$ cat src/rtl/flash_seq.sv
module flash_seq #(
  parameter int AW       = 21,
  parameter int DW       = 16,
  parameter int BLK_W    = 15,
  parameter int PGM_CYC  = 8,
  parameter int ZERO_CYC = 12,
  parameter int ERS_CYC  = 20
) (
  input  logic          clk,
  input  logic          rst_n,
  input  logic          start,
  input  logic          op_erase,
  input  logic [AW-1:0] addr,
  input  logic [DW-1:0] wdata,
  input  logic          suspend_req,
  input  logic          resume_req,
  input  logic          vpp_ok,
  input  logic          lock_err,
  input  logic          clr_err,
  input  logic          verify_ok,
  output logic [2:0]    arr_op,
  output logic [AW-1:0] arr_addr,
  output logic [DW-1:0] arr_data,
  output logic          ready,
  output logic          prog_susp,
  output logic          erase_susp,
  output logic          vpp_err,
  output logic          lock_fail,
  output logic          prog_fail,
  output logic          erase_fail
);
  localparam int MAXC = (PGM_CYC > ZERO_CYC) ? ((PGM_CYC > ERS_CYC) ? PGM_CYC : ERS_CYC)
                                             : ((ZERO_CYC > ERS_CYC) ? ZERO_CYC : ERS_CYC);
  localparam int CW = $clog2(MAXC + 1);

  typedef enum logic [2:0] {
    S_IDLE = 3'd0, S_PGM = 3'd1, S_PVF = 3'd2, S_ZER = 3'd3,
    S_ZVF  = 3'd4, S_ERS = 3'd5, S_EVF = 3'd6, S_SUSP = 3'd7
  } st_t;

  st_t           st, sv_st;
  logic [CW-1:0] cnt, sv_cnt;
  logic          nest;
  logic [AW-1:0] w_addr, b_addr;
  logic [DW-1:0] w_data;

  assign ready      = (st == S_IDLE) || (st == S_SUSP);
  assign prog_susp  = (st == S_SUSP) && (sv_st == S_PGM);
  assign erase_susp = ((st == S_SUSP) && (sv_st != S_PGM)) || nest;
  assign arr_op     = (st == S_SUSP) ? 3'd0 : st;
  assign arr_addr   = (st == S_PGM || st == S_PVF) ? w_addr : b_addr;
  assign arr_data   = (st == S_PGM) ? w_data : '0;

  wire can_start = start && ((st == S_IDLE) || (st == S_SUSP && sv_st != S_PGM && !op_erase));
  wire go        = can_start && vpp_ok && !lock_err;

  always_ff @(posedge clk or negedge rst_n) begin
    if (!rst_n) begin
      st <= S_IDLE; sv_st <= S_IDLE; cnt <= '0; sv_cnt <= '0; nest <= 1'b0;
      w_addr <= '0; b_addr <= '0; w_data <= '0;
      vpp_err <= 1'b0; lock_fail <= 1'b0; prog_fail <= 1'b0; erase_fail <= 1'b0;
    end else begin
      if (clr_err) begin
        vpp_err <= 1'b0; lock_fail <= 1'b0; prog_fail <= 1'b0; erase_fail <= 1'b0;
      end
      if (can_start && !vpp_ok) vpp_err <= 1'b1;
      if (can_start && lock_err) lock_fail <= 1'b1;
      case (st)
        S_IDLE, S_SUSP: begin
          if (go && op_erase) begin
            st     <= S_ZER;
            cnt    <= CW'(ZERO_CYC - 1);
            b_addr <= {addr[AW-1:BLK_W], {BLK_W{1'b0}}};
          end else if (go) begin
            st     <= S_PGM;
            cnt    <= CW'(PGM_CYC - 1);
            w_addr <= addr;
            w_data <= wdata;
            nest   <= (st == S_SUSP);
          end else if (st == S_SUSP && resume_req) begin
            st  <= sv_st;
            cnt <= sv_cnt;
          end
        end
        S_PGM, S_ZER, S_ERS: begin
          if (suspend_req && !nest) begin
            sv_st  <= st;
            sv_cnt <= cnt;
            st     <= S_SUSP;
          end else if (cnt == '0) begin
            st <= st_t'(st + 3'd1);
          end else begin
            cnt <= cnt - 1'b1;
          end
        end
        S_PVF: begin
          if (!verify_ok) prog_fail <= 1'b1;
          st   <= nest ? S_SUSP : S_IDLE;
          nest <= 1'b0;
        end
        S_ZVF: begin
          if (!verify_ok) begin
            erase_fail <= 1'b1;
            st         <= S_IDLE;
          end else begin
            st  <= S_ERS;
            cnt <= CW'(ERS_CYC - 1);
          end
        end
        S_EVF: begin
          if (!verify_ok) erase_fail <= 1'b1;
          st <= S_IDLE;
        end
        default: st <= S_IDLE;
      endcase
    end
  end
endmodule

$ cat config.mk
export PLATFORM = sky130hd
export DESIGN_NAME = flash_seq
export DESIGN_NICKNAME = d
export VERILOG_FILES = /design/src/rtl/flash_seq.sv
export SDC_FILE = /design/constraint.sdc
export NUM_CORES = 1
export LEC_CHECK = 0
export ABC_AREA = 1
export BUFFER_PORTS_ARGS = -buffer_cell sky130_fd_sc_hd__buf_2
export CORE_UTILIZATION = 40
export CTS_BUF_LIST = sky130_fd_sc_hd__clkbuf_16
export CTS_CLUSTER_DIAMETER = 30
export DETAILED_ROUTE_END_ITERATION = 12
export GPL_TIMING_DRIVEN = 0
export PLACE_DENSITY = 0.62
export SYNTH_ARGS = -nofsm -noshare
export SYNTH_HDL_FRONTEND = slang
export SYNTH_SLANG_ARGS = --single-unit
$ cat constraint.sdc
create_clock -name clk -period 2.6 [get_ports clk]
set_input_delay 0.52 -clock clk [delete_from_list [all_inputs] [get_ports clk]]
set_output_delay 0.52 -clock clk [all_outputs]
set_load 0.02 [all_outputs]
-- Word level (Yosys, flattened, before mapping)
Cells that the tools add are included.
Widths: inputs -> output; s select.
- register bits after elaboration: 64
- bits of input ports: 47
- output and inout bits: 47
- word-level logic and storage cells: 95
- add/subtract/negate cells: 2
- equal/unequal tests: 16
- muxes and demuxes: 30
- bitwise gates (word level): 1
- reductions and logical operators: 34
- operator list (kind ; count):
    $mux 5 ; 6
    $mux 3 ; 8
    $mux 21 ; 1
    $mux 16 ; 1
    $pmux 3 s5 ; 1
    $pmux 5 s3 ; 1
    $eq 3x3->1 const B ; 4
    $logic_and 1x1->1 ; 11
    $mux 1 ; 11
    $ne 2x2->1 const B ; 5
    $eq 3x1->1 const B ; 2
    $eq 3x2->1 const B ; 2
    $reduce_and 2->1 ; 3
    $reduce_and 3->1 ; 2
    $reduce_bool 2->1 ; 3
    $logic_not 5->1 ; 1
    $reduce_and 5->1 ; 1
    $sub 5x1->5 const B ; 1
    $logic_not 1->1 ; 4
    $logic_or 1x1->1 ; 4
    $ne 4x4->1 const B ; 1
    $reduce_or 2->1 ; 2
    $add 3x1->3 const B ; 1
    $logic_not 3->1 ; 1
    6 further kinds ; 6

-- Longest topological paths before layout
Gate-level depths: netlist (run 1).
- word-level depth: 10
- gate-level depth with buffers: 11

-- Worst setup path after synthesis (run 1)
No wires, ideal clock.
- kind: register -> output
- from: reg st[1]
- to: out arr_data[10]
- arrival time: 1.477 ns
- data required time: 2.080 ns
- setup slack: 0.603 ns
- cell stages (with the launch flop): 8
- buffers on the path: 1
- path through: dfrtp_1 inv_1 ha_1 inv_1 nor2_1 inv_1 clkbuf_1 nor2_1
- cells in the longest elaborated chain, start to end: 2
- ends and longest elaborated chain (element ; RTL line ; text):
    start: declaration ; 41 ; st_t st, sv_st;
    start signal: assignment ; 81 ; st <= sv_st;
    start signal: assignment ; 91 ; st <= st_t'(st + 3'd1);
    start signal: assignment ; 98 ; st <= nest ? S_SUSP : S_IDLE;
    $eq 3x1->1 ; 52 ; assign arr_data = (st == S_PGM) ? w_data : '0;
    $mux 16 ; 52 ;
    end: declaration ; 23 ; output logic [DW-1:0] arr_data,
No other way between the ends.

-- Worst setup path after layout (run 1)
- from: reg st[0]
- to: out arr_addr[15]
- cells in the longest elaborated chain, start to end: 3
- elaborated cells on any way between the ends: 4
- classes of those cells: eq/ne: 2; mux: 1; reduce/logical: 1
- ends and longest elaborated chain (element ; RTL line ; text):
    $eq 3x1->1 / $eq 3x2->1 (equally long branches) ; 51 ; assign arr_addr = (st == S_PGM || st == S_PVF) ? w_addr : b_addr;
    $logic_or 1x1->1 * ; 51 ;
    $mux 21 * ; 51 ;
    end: declaration ; 22 ; output logic [AW-1:0] arr_addr,
Every way passes the cells marked *; elsewhere a longest branch is shown, timed or not.

==> results of run 1 <==
-- layer usage --
metal	wire length [µm]	track usage
met1	3870	0.259
met2	3370	0.301
met5	0	0
met3	455	0.0504
met4	90	0.0705
-- synth_stat cells (5+ instances only) --
master,instances
a21oi_1,5
a21oi_2,30
buf_6,5
dfrtp_1,64
ha_1,8
inv_1,69
nand2_1,72
nand3_1,12
nor2_1,84
nor2_2,6
o21ai_0,28
o21ai_1,7
-- area by class of cell --
| class | instances | area [µm²] | share of cell area |
|---|---|---|---|
| flip-flops and latches | 64 | 1600 | 0.375 |
| multi-input cells | 272 | 1420 | 0.332 |
| repair buffers | 93 | 468 | 0.109 |
| inverters | 73 | 274 | 0.0641 |
| clock buffers | 9 | 225 | 0.0527 |
| well taps | 105 | 131 | 0.0307 |
| plain buffers | 12 | 92.6 | 0.0217 |
| clock inverters | 7 | 62.6 | 0.0146 |
-- cell families after synthesis --
kind of cell               Yosys count  share of synthesized area
DFF                                 64                      0.477
and+or+nand+nor                    188                      0.234
buffers and inverters               85                      0.107
adders and majority gates            8                     0.0298
AOI/OAI and AO/OA                   76                      0.152
-- flip-flops by register name (all words and copies together), names as in the netlist --
signal,cells
cnt,5
sv_st,3
w_data,16
sv_cnt,5
vpp_err,1
erase_fail,1
prog_fail,1
st,3
w_addr,21
nest,1
lock_fail,1
b_addr,6
-- report_power, final --
part / internal, mW / total (mW) / switching, mW
clock network: 0.730 / 1.16 / 0.428
logic: 1.03 / 3.00 / 1.97
registers: 1.47 / 1.69 / 0.215
-- timing repair --
action                     in CTS  in global routing
gates resized for setup         5                  6
pin swaps                       0                  0
setup endpoints to repair      31                 30
cloned                          0                  0
-- worst max-delay path, delay by kind of cell (launching register included) --
family	cells	cell delay, ps
flip-flops	1	370
adder cells (fa/ha/maj)	1	240
AND/OR/NAND/NOR	4	400
buffers and inverters	4	560
-- worst paths after layout --
check / startpoint / end / slack [ps] / cells after the start
min in group clk: lock_err / lock_fail$_DFFE_PN0P_ / 410 / 3
setup / recovery: st[0]$_DFFE_PN0P_ / arr_addr[15] / 160 / 9
hold reg to reg: b_addr[17]$_DFFE_PN0P_ / b_addr[17]$_DFFE_PN0P_ / 490 / 2
setup reg to reg: st[2]$_DFFE_PN0P_ / cnt[4]$_DFFE_PN0P_ / 430 / 10
hold / removal: rst_n / w_addr[10]$_DFFE_PN0P_ / 280 / 1
max in group asynchronous: rst_n / st[1]$_DFFE_PN0P_ / 1730 / 1
-- cell usage in the layout (no fill, tap or decap), drive strengths merged --
cell	n
buf	101
nor2	91
nand2	75
inv	73
dfrtp	64
o21ai	36
a21oi	35
nand3	14
clkbuf	13
ha	8
nand4	4
clkinv	4
o22ai	2
nor3	2
or2	2
clkinvlp	2
a21boi	2
a22oi	1
bufinv	1
==> flow_summary.yaml, run 1 <==
outcome:
  status: "completed"
worst_setup_path:
  cp.required_ps: 2080
  setup.worst_path.class: "reg -> out"
  critical-path-slowest-cell: "dfrtp_1"
  slowest_delay_ps: 370
  end_kind: "primary output"
  critPathArrivalTime_ps: 1920
  path_cells: "inv_1, ha_1, nand2_2, inv_1, nor2_4, buf_4, nand2_1, nand2_1, buf_2"
  cp-start-kind: "flip-flop"
  worstPathMaxFanout: 10
logic_synthesis:
  syn_area_um2: 3360
  synth-seq-cells: 64
  synth_top_area_frac: 0.477
  synth-edff-count: 0
  synthTopCellsByArea: "dfrtp_1 (48%), nor2_1 (9.4%), nand2_1 (8.0%), a21oi_2 (7.8%), inv_1 (7.7%)"
  ys.flop_type: "dfrtp_1"
  async_flop_share: 1.00
  synth_cell_types: 27
  yosysWarnings: 0
  synthesis.nets: 476
  syn_avg_cell_area_um2: 7.98
  syn_inst: 421
  ys_seq_area_frac: 0.477
  synth_top_area_cell: "dfrtp_1"
sta:
  fin_worst_skew_ps: 7.57
  hold_slack_ps: 277
  period_share: 0.937
  fin_ws_ps: 164
  setup_viol: 0
  slew-limit-headroom: 0.458
  fmax_mhz: 411
  finalHoldViolations: 0
  finalSetupTns_ps: 0
  tightest_slew_ps: 813
  period_minus_slack_ps: 2440
  slew_violations: 0
placed_design:
  placed_cell_area_um2: 3960
  dp_cells: 619
  portBuffers: 93
  hpwl_mm: 5.68
  gp_congestion: 0.840
  place_ws_ps: 192
finish:
  final_core_util: 0.523
  finalNonFillerCells: 635
  fill_cells: 795
  syn2layout_area_growth_pct: 27.2
  fin_area_um2: 4270
  drive_above_1_share: 0.326
  finalNetCount: 580
  diodes: 0
detailed_routing:
  avgRoutedWirePerCell_um: 12.3
  vias: 2969
  vias_per_cell: 4.68
  drt-total-wl_mm: 7.79
  drtIter0Drc: 96
  ant_nets: 0
  drtPass1Iterations: 4
  drc: 0
floorplan:
  die_w_um: 93.6
  die_h_um: 93.6
  initial_core_util: 0.411
  die_area_um2: 8770
  core_um2: 8180
  pin_count: 94
  fp-row-count: 33
global_routing:
  antenna_found_initial: 0
  grt_remaining_overflow: 0
  grtUsageTotal: 0.194
  grt_pass1_vias: 2710
  grt_pass1_wl_mm: 12.9
  grt_max_degree: 65
clock_network:
  cts_tree: "built"
  clock_latency_ps: 330
  cts_max_path_buffers: 2
  post_cts_buffers: 0
  h-tree-depth: 3
  clkTransAtPathRegs_ps: 60
  numCtsBuffers: 9
  numClockSinks: 64
  clock-root-buffer: "clkbuf_16"
  cts_hold_buf: 0
run:
  maxCapViolCount: 0
power:
  power_mw: 5.84
  ir_worst_vdd_mv: 0.676
  p_leak_nw: 2.43
  power.density_nw_per_um2: 1370
worst_hold_path:
  min_path_type: "in -> async"
No activity file was read; power rests on OpenSTA's default activity.
==> inputs of run 2 (changes only) <==
CORE_UTILIZATION = 35   (was 40)
PLACE_DENSITY = 0.55   (was 0.62)
clock period = 2.84 ns   (was 2.6 ns; I/O delays follow)
==> run 2 against run 1 <==
Combinational power shrank 9.3%; sequential share of layout area shrank 0.18 points; worst setup slack gained 28 ps; die area grew 14%; critical endpoint unchanged; largest cell class unchanged.
==> flow_summary.yaml, run 2 (synthesis gave the netlist of run 1 again) <==
global_routing:
  antenna_found_initial: 0
  grtUsageTotal: 0.178
  grt_pass1_wl_mm: 13.9
  grt_pass1_vias: 2901
  grt_remaining_overflow: 0
  grt_max_degree: 65
worst_setup_path:
  cp-start-kind: "flip-flop"
  critical-path-slowest-cell: "dfrtp_1"
  end_kind: "primary output"
  slowest_delay_ps: 370
  critPathArrivalTime_ps: 2080
  path_cells: "inv_1, ha_1, nand2_1, inv_1, nor2_2, clkbuf_4, nand2_1, nand2_1, buf_2"
  crit_top_cell: "nand2_1"
  cp.required_ps: 2270
  worstPathMaxFanout: 10
  setup.worst_path.class: "reg -> out"
finish:
  drive_above_1_share: 0.321
  final_common_cell: "buf_2"
  largest_register_ffs: 21
  finalNetCount: 580
  final_core_util: 0.462
  top_regs: "w_addr x21, w_data x16, b_addr x6"
  fill_cells: 1014
  diodes: 0
  fin_area_um2: 4290
  mostFrequentLayoutCells: "buf_2 (94), nor2_1 (83), nand2_1 (72)"
  regMostFlops: "w_addr"
  syn2layout_area_growth_pct: 27.7
clock_network:
  cts_max_path_buffers: 2
  cts_resized: 0
  cts_hold_buf: 0
  cts_tree: "built"
  clock_latency_ps: 340
  clock-root-buffer: "clkbuf_16"
  h-tree-depth: 3
  clkTransAtPathRegs_ps: 60
  numCtsBuffers: 9
  numClockSinks: 64
  post_cts_buffers: 0
power:
  ir_worst_vdd_mv: 0.425
  p_leak_nw: 2.43
  power_mw: 5.36
  power.density_nw_per_um2: 1250
sta:
  setup_viol: 0
  rsz0062_at_grt: "no"
  period_minus_slack_ps: 2650
  period_share: 0.933
  finalHoldViolations: 0
  fmax_mhz: 378
  slew_violations: 0
  fin_worst_skew_ps: 6.98
  finalSetupTns_ps: 0
  fin_ws_ps: 192
  slew-limit-headroom: 0.443
  tightest_slew_ps: 835
placed_design:
  placed_cell_area_um2: 3990
  portBuffers: 93
  gp_congestion: 0.828
  hpwl_mm: 5.86
  place_ws_ps: 395
detailed_routing:
  drc: 0
  vias_per_cell: 4.43
  drtPass1Iterations: 4
  ant_nets: 0
  drtIter0Drc: 76
  avgRoutedWirePerCell_um: 12.3
  vias: 2921
  drt-total-wl_mm: 8.11
floorplan:
  pin_count: 94
  die_w_um: 100
  core_um2: 9280
  fp-row-count: 35
  die_area_um2: 9990
  initial_core_util: 0.362
  die_h_um: 100
worst_hold_path:
  min_path_type: "in -> async"
run:
  maxCapViolCount: 0
outcome:
  status: "completed"
run 2: worst max-delay path, delay by kind of cell (launching register included):
kind | cells | cell delay [ps]
fa+ha+maj | 1 | 230
buf+inv | 4 | 620
flops | 1 | 370
simple gates | 4 | 510
run 2: final timing paths:
check | from | end | slack [ps] | cells past startpoint
max in group asynchronous | rst_n | b_addr[17]$_DFFE_PN0P_ | 1950 | 1
hold reg to reg | b_addr[17]$_DFFE_PN0P_ | b_addr[17]$_DFFE_PN0P_ | 490 | 2
hold / removal | rst_n | w_data[5]$_DFFE_PN0P_ | 320 | 1
setup / recovery | st[0]$_DFFE_PN0P_ | arr_addr[15] | 190 | 9
min in group clk | addr[7] | w_addr[7]$_DFFE_PN0P_ | 470 | 3
setup reg to reg | st[1]$_DFFE_PN0P_ | cnt[4]$_DFFE_PN0P_ | 680 | 9
run 2: stage by stage:
| stage | cells | hold WS, ps |
|---|---|---|
| floorplan | 421 | 272 |
| detailed placement | 643 | 475 |
| CTS | 659 | 371 |
| finish | 659 | 323 |
| global placement | 643 | 467 |
| global route | 659 | 416 |
run 2: metal layers:
layer / routed length (µm) / GRT usage / up-vias / share of wire
met4: 102 / 0.0569 / 0 / 0.013
met3: 476 / 0.0418 / 7 / 0.059
met1: 3940 / 0.237 / 1329 / 0.49
met5: 0 / 0 / - / 0
li1: - / - / 1504 / -
met2: 3590 / 0.288 / 81 / 0.44
run 2: final cells by class:
type                            instances  area (µm²)  share of cell area
Tap cell                              129         161              0.0376
Inverter                               73         274              0.0638
Timing Repair Buffer                   93         468               0.109
Multi-Input combinational cell        272        1400               0.326
Clock buffer                            9         225              0.0525
Clock inverter                          7        71.3              0.0166
Buffer                                 12        90.1              0.0210
Sequential cell                        64        1600               0.373
run 2: power by group:
| group | switching [mW] | internal, mW | leakage, nW | total (mW) |
|---|---|---|---|---|
| Sequential | 0.194 | 1.34 | 0.715 | 1.54 |
| Combinational | 1.80 | 0.924 | 1.58 | 2.72 |
| Clock | 0.423 | 0.678 | 0.138 | 1.10 |
| Total | 2.41 | 2.95 | 2.43 | 5.36 |
==> inputs of run 3 (changes only) <==
CORE_UTILIZATION = 56   (was 35)
PLACE_DENSITY = 0.83   (was 0.55)
==> run 3 against run 2 <==
Die area decreased by 37%; total power decreased by 2.0%; global-route usage increased by 9.4 points; flip-flop and latch count unchanged; critical path type unchanged; largest power group unchanged; highest routed layer unchanged.
==> flow_summary.yaml, run 3 (synthesis gave the netlist of run 1 again) <==
outcome:
  status: "completed"
sta:
  setup_viol: 0
  slew_violations: 0
  period_share: 0.938
  fmax_mhz: 375
  rsz0062_at_grt: "no"
  finalSetupTns_ps: 0
  fin_ws_ps: 176
  finalHoldViolations: 0
  tightest_slew_ps: 774
  period_minus_slack_ps: 2660
  fin_worst_skew_ps: 4.29
  slew-limit-headroom: 0.484
worst_setup_path:
  reg2reg_from: "st[1]$_DFFE_PN0P_"
  setup.worst_path.class: "reg -> out"
  cp.required_ps: 2270
  path_cells: "inv_1, ha_1, inv_1, nor2_1, nor2_2, clkbuf_4, nand2_1, nand2_1, buf_2"
  r2r_slack_ps: 640
  cp-start-kind: "flip-flop"
  rr_endpoint: "w_data[13]$_DFFE_PN0P_"
  slowest_delay_ps: 450
  end_kind: "primary output"
  critPathArrivalTime_ps: 2100
  critical-path-slowest-cell: "dfrtp_1"
  worstPathMaxFanout: 10
  reg2reg_depth: 8
placed_design:
  place_ws_ps: 438
  gp_congestion: 0.929
  hpwl_mm: 5.67
  portBuffers: 93
floorplan:
  die_h_um: 79.5
  fp-row-count: 27
  die_area_um2: 6310
  initial_core_util: 0.595
  pin_count: 94
  core_um2: 5640
  die_w_um: 79.5
power:
  p_leak_nw: 2.42
  power_mw: 5.26
  p_int_mw: 2.84
  power.density_nw_per_um2: 1260
  power_frac_clock: 0.179
  pwr-share-seq: 0.295
  comb_power_share: 0.526
  power.switching_mw: 2.41
  ir_worst_vdd_mv: 0.719
  swShare: 0.459
finish:
  top_regs: "w_addr x21, w_data x16, b_addr x6"
  mostFrequentLayoutCells: "buf_2 (94), nor2_1 (83), nand2_1 (72)"
  largest_register_ffs: 21
  fill_cells: 418
  syn2layout_area_growth_pct: 24.4
  final_common_cell: "buf_2"
  drive_above_1_share: 0.314
  regMostFlops: "w_addr"
  diodes: 0
  finalNetCount: 580
global_routing:
  grt_remaining_overflow: 0
  grtUsageTotal: 0.272
  antenna_found_initial: 0
  grt_pass1_vias: 2886
  grt_max_degree: 65
  grt_pass1_wl_mm: 13.2
clock_network:
  numClockSinks: 64
  clkTransAtPathRegs_ps: 50
  clock-root-buffer: "clkbuf_16"
  h-tree-depth: 3
  cts_max_path_buffers: 2
  clock_latency_ps: 320
  cts_tree: "built"
  numCtsBuffers: 9
run:
  maxCapViolCount: 0
worst_hold_path:
  min_path_type: "in -> async"
detailed_routing:
  drt-total-wl_mm: 7.89
  drtPass1Iterations: 4
  vias_per_cell: 5.09
  ant_nets: 0
  drtIter0Drc: 215
  drc: 0
  vias: 3057
  avgRoutedWirePerCell_um: 13.1
run 3: worst max path at each step:
stage                      start            to  slack [ps]  depth (start not counted)
2_1_floorplan  st[1]$_DFFE_PN0P_  arr_data[10]         800                          7
3_5_place_dp   st[1]$_DFFE_PN0P_  arr_addr[15]         440                          9
5_1_grt        st[0]$_DFFE_PN0P_  arr_addr[15]           5                          9
6_report       st[1]$_DFFE_PN0P_  arr_addr[16]         180                          9
4_1_cts        st[1]$_DFFE_PN0P_  arr_addr[16]          60                          9
3_3_place_gp   st[1]$_DFFE_PN0P_  arr_addr[15]         500                          9
run 3: power by group through the flow:
stage               Clock (mW)  Sequential (mW)  Combinational (mW)
floorplan                    0             1.53                1.98
CTS                      0.947             1.55                2.75
global route              1.00             1.59                3.08
detailed placement           0             1.56                2.72
global placement             0             1.53                2.64
finish                   0.939             1.55                2.77
run 3: layer usage:
metal,share of wire,vias up,GRT usage
met5,0,-,0
met4,0.014,0,0.107
met3,0.057,13,0.0434
met2,0.48,126,0.443
met1,0.45,1416,0.364
li1,-,1502,-
run 3: what timing repair did:
action / in CTS / in global routing
resized for setup: 0 / 4
setup endpoints to repair: 0 / 21
buffers inserted: 0 / 0
hold buffers: 0 / 0
run 3: cell type report:
| type | count | area (µm²) | area share |
|---|---|---|---|
| sequential | 64 | 1600 | 0.383 |
| multi-input combinational | 272 | 1400 | 0.335 |
| timing repair buffer | 93 | 468 | 0.112 |
| inverter | 73 | 274 | 0.0656 |
| clock buffer | 9 | 225 | 0.0539 |
| buffer | 12 | 90.1 | 0.0216 |
| tap | 72 | 90.1 | 0.0216 |
| clock inverter | 6 | 28.8 | 0.00689 |
run 3: metrics by stage:
step / hold WS (ps) / utilization / instance area [µm²] / cells
after floorplan: 272 / - / 3360 / 421
after global placement: 467 / 0.694 / 3920 / 586
after detailed placement: 474 / 0.694 / 3920 / 586
after CTS: 481 / 0.739 / 4170 / 601
after global routing: 412 / 0.741 / 4180 / 601
final: 324 / 0.741 / 4180 / 601
run 3: worst max-delay path, delay by kind of cell, from the launching register on:
| kind | cells | cell delay, ps |
|---|---|---|
| buf+inv | 4 | 630 |
| flops | 1 | 450 |
| fa+ha+maj | 1 | 240 |
| simple gates | 4 | 460 |
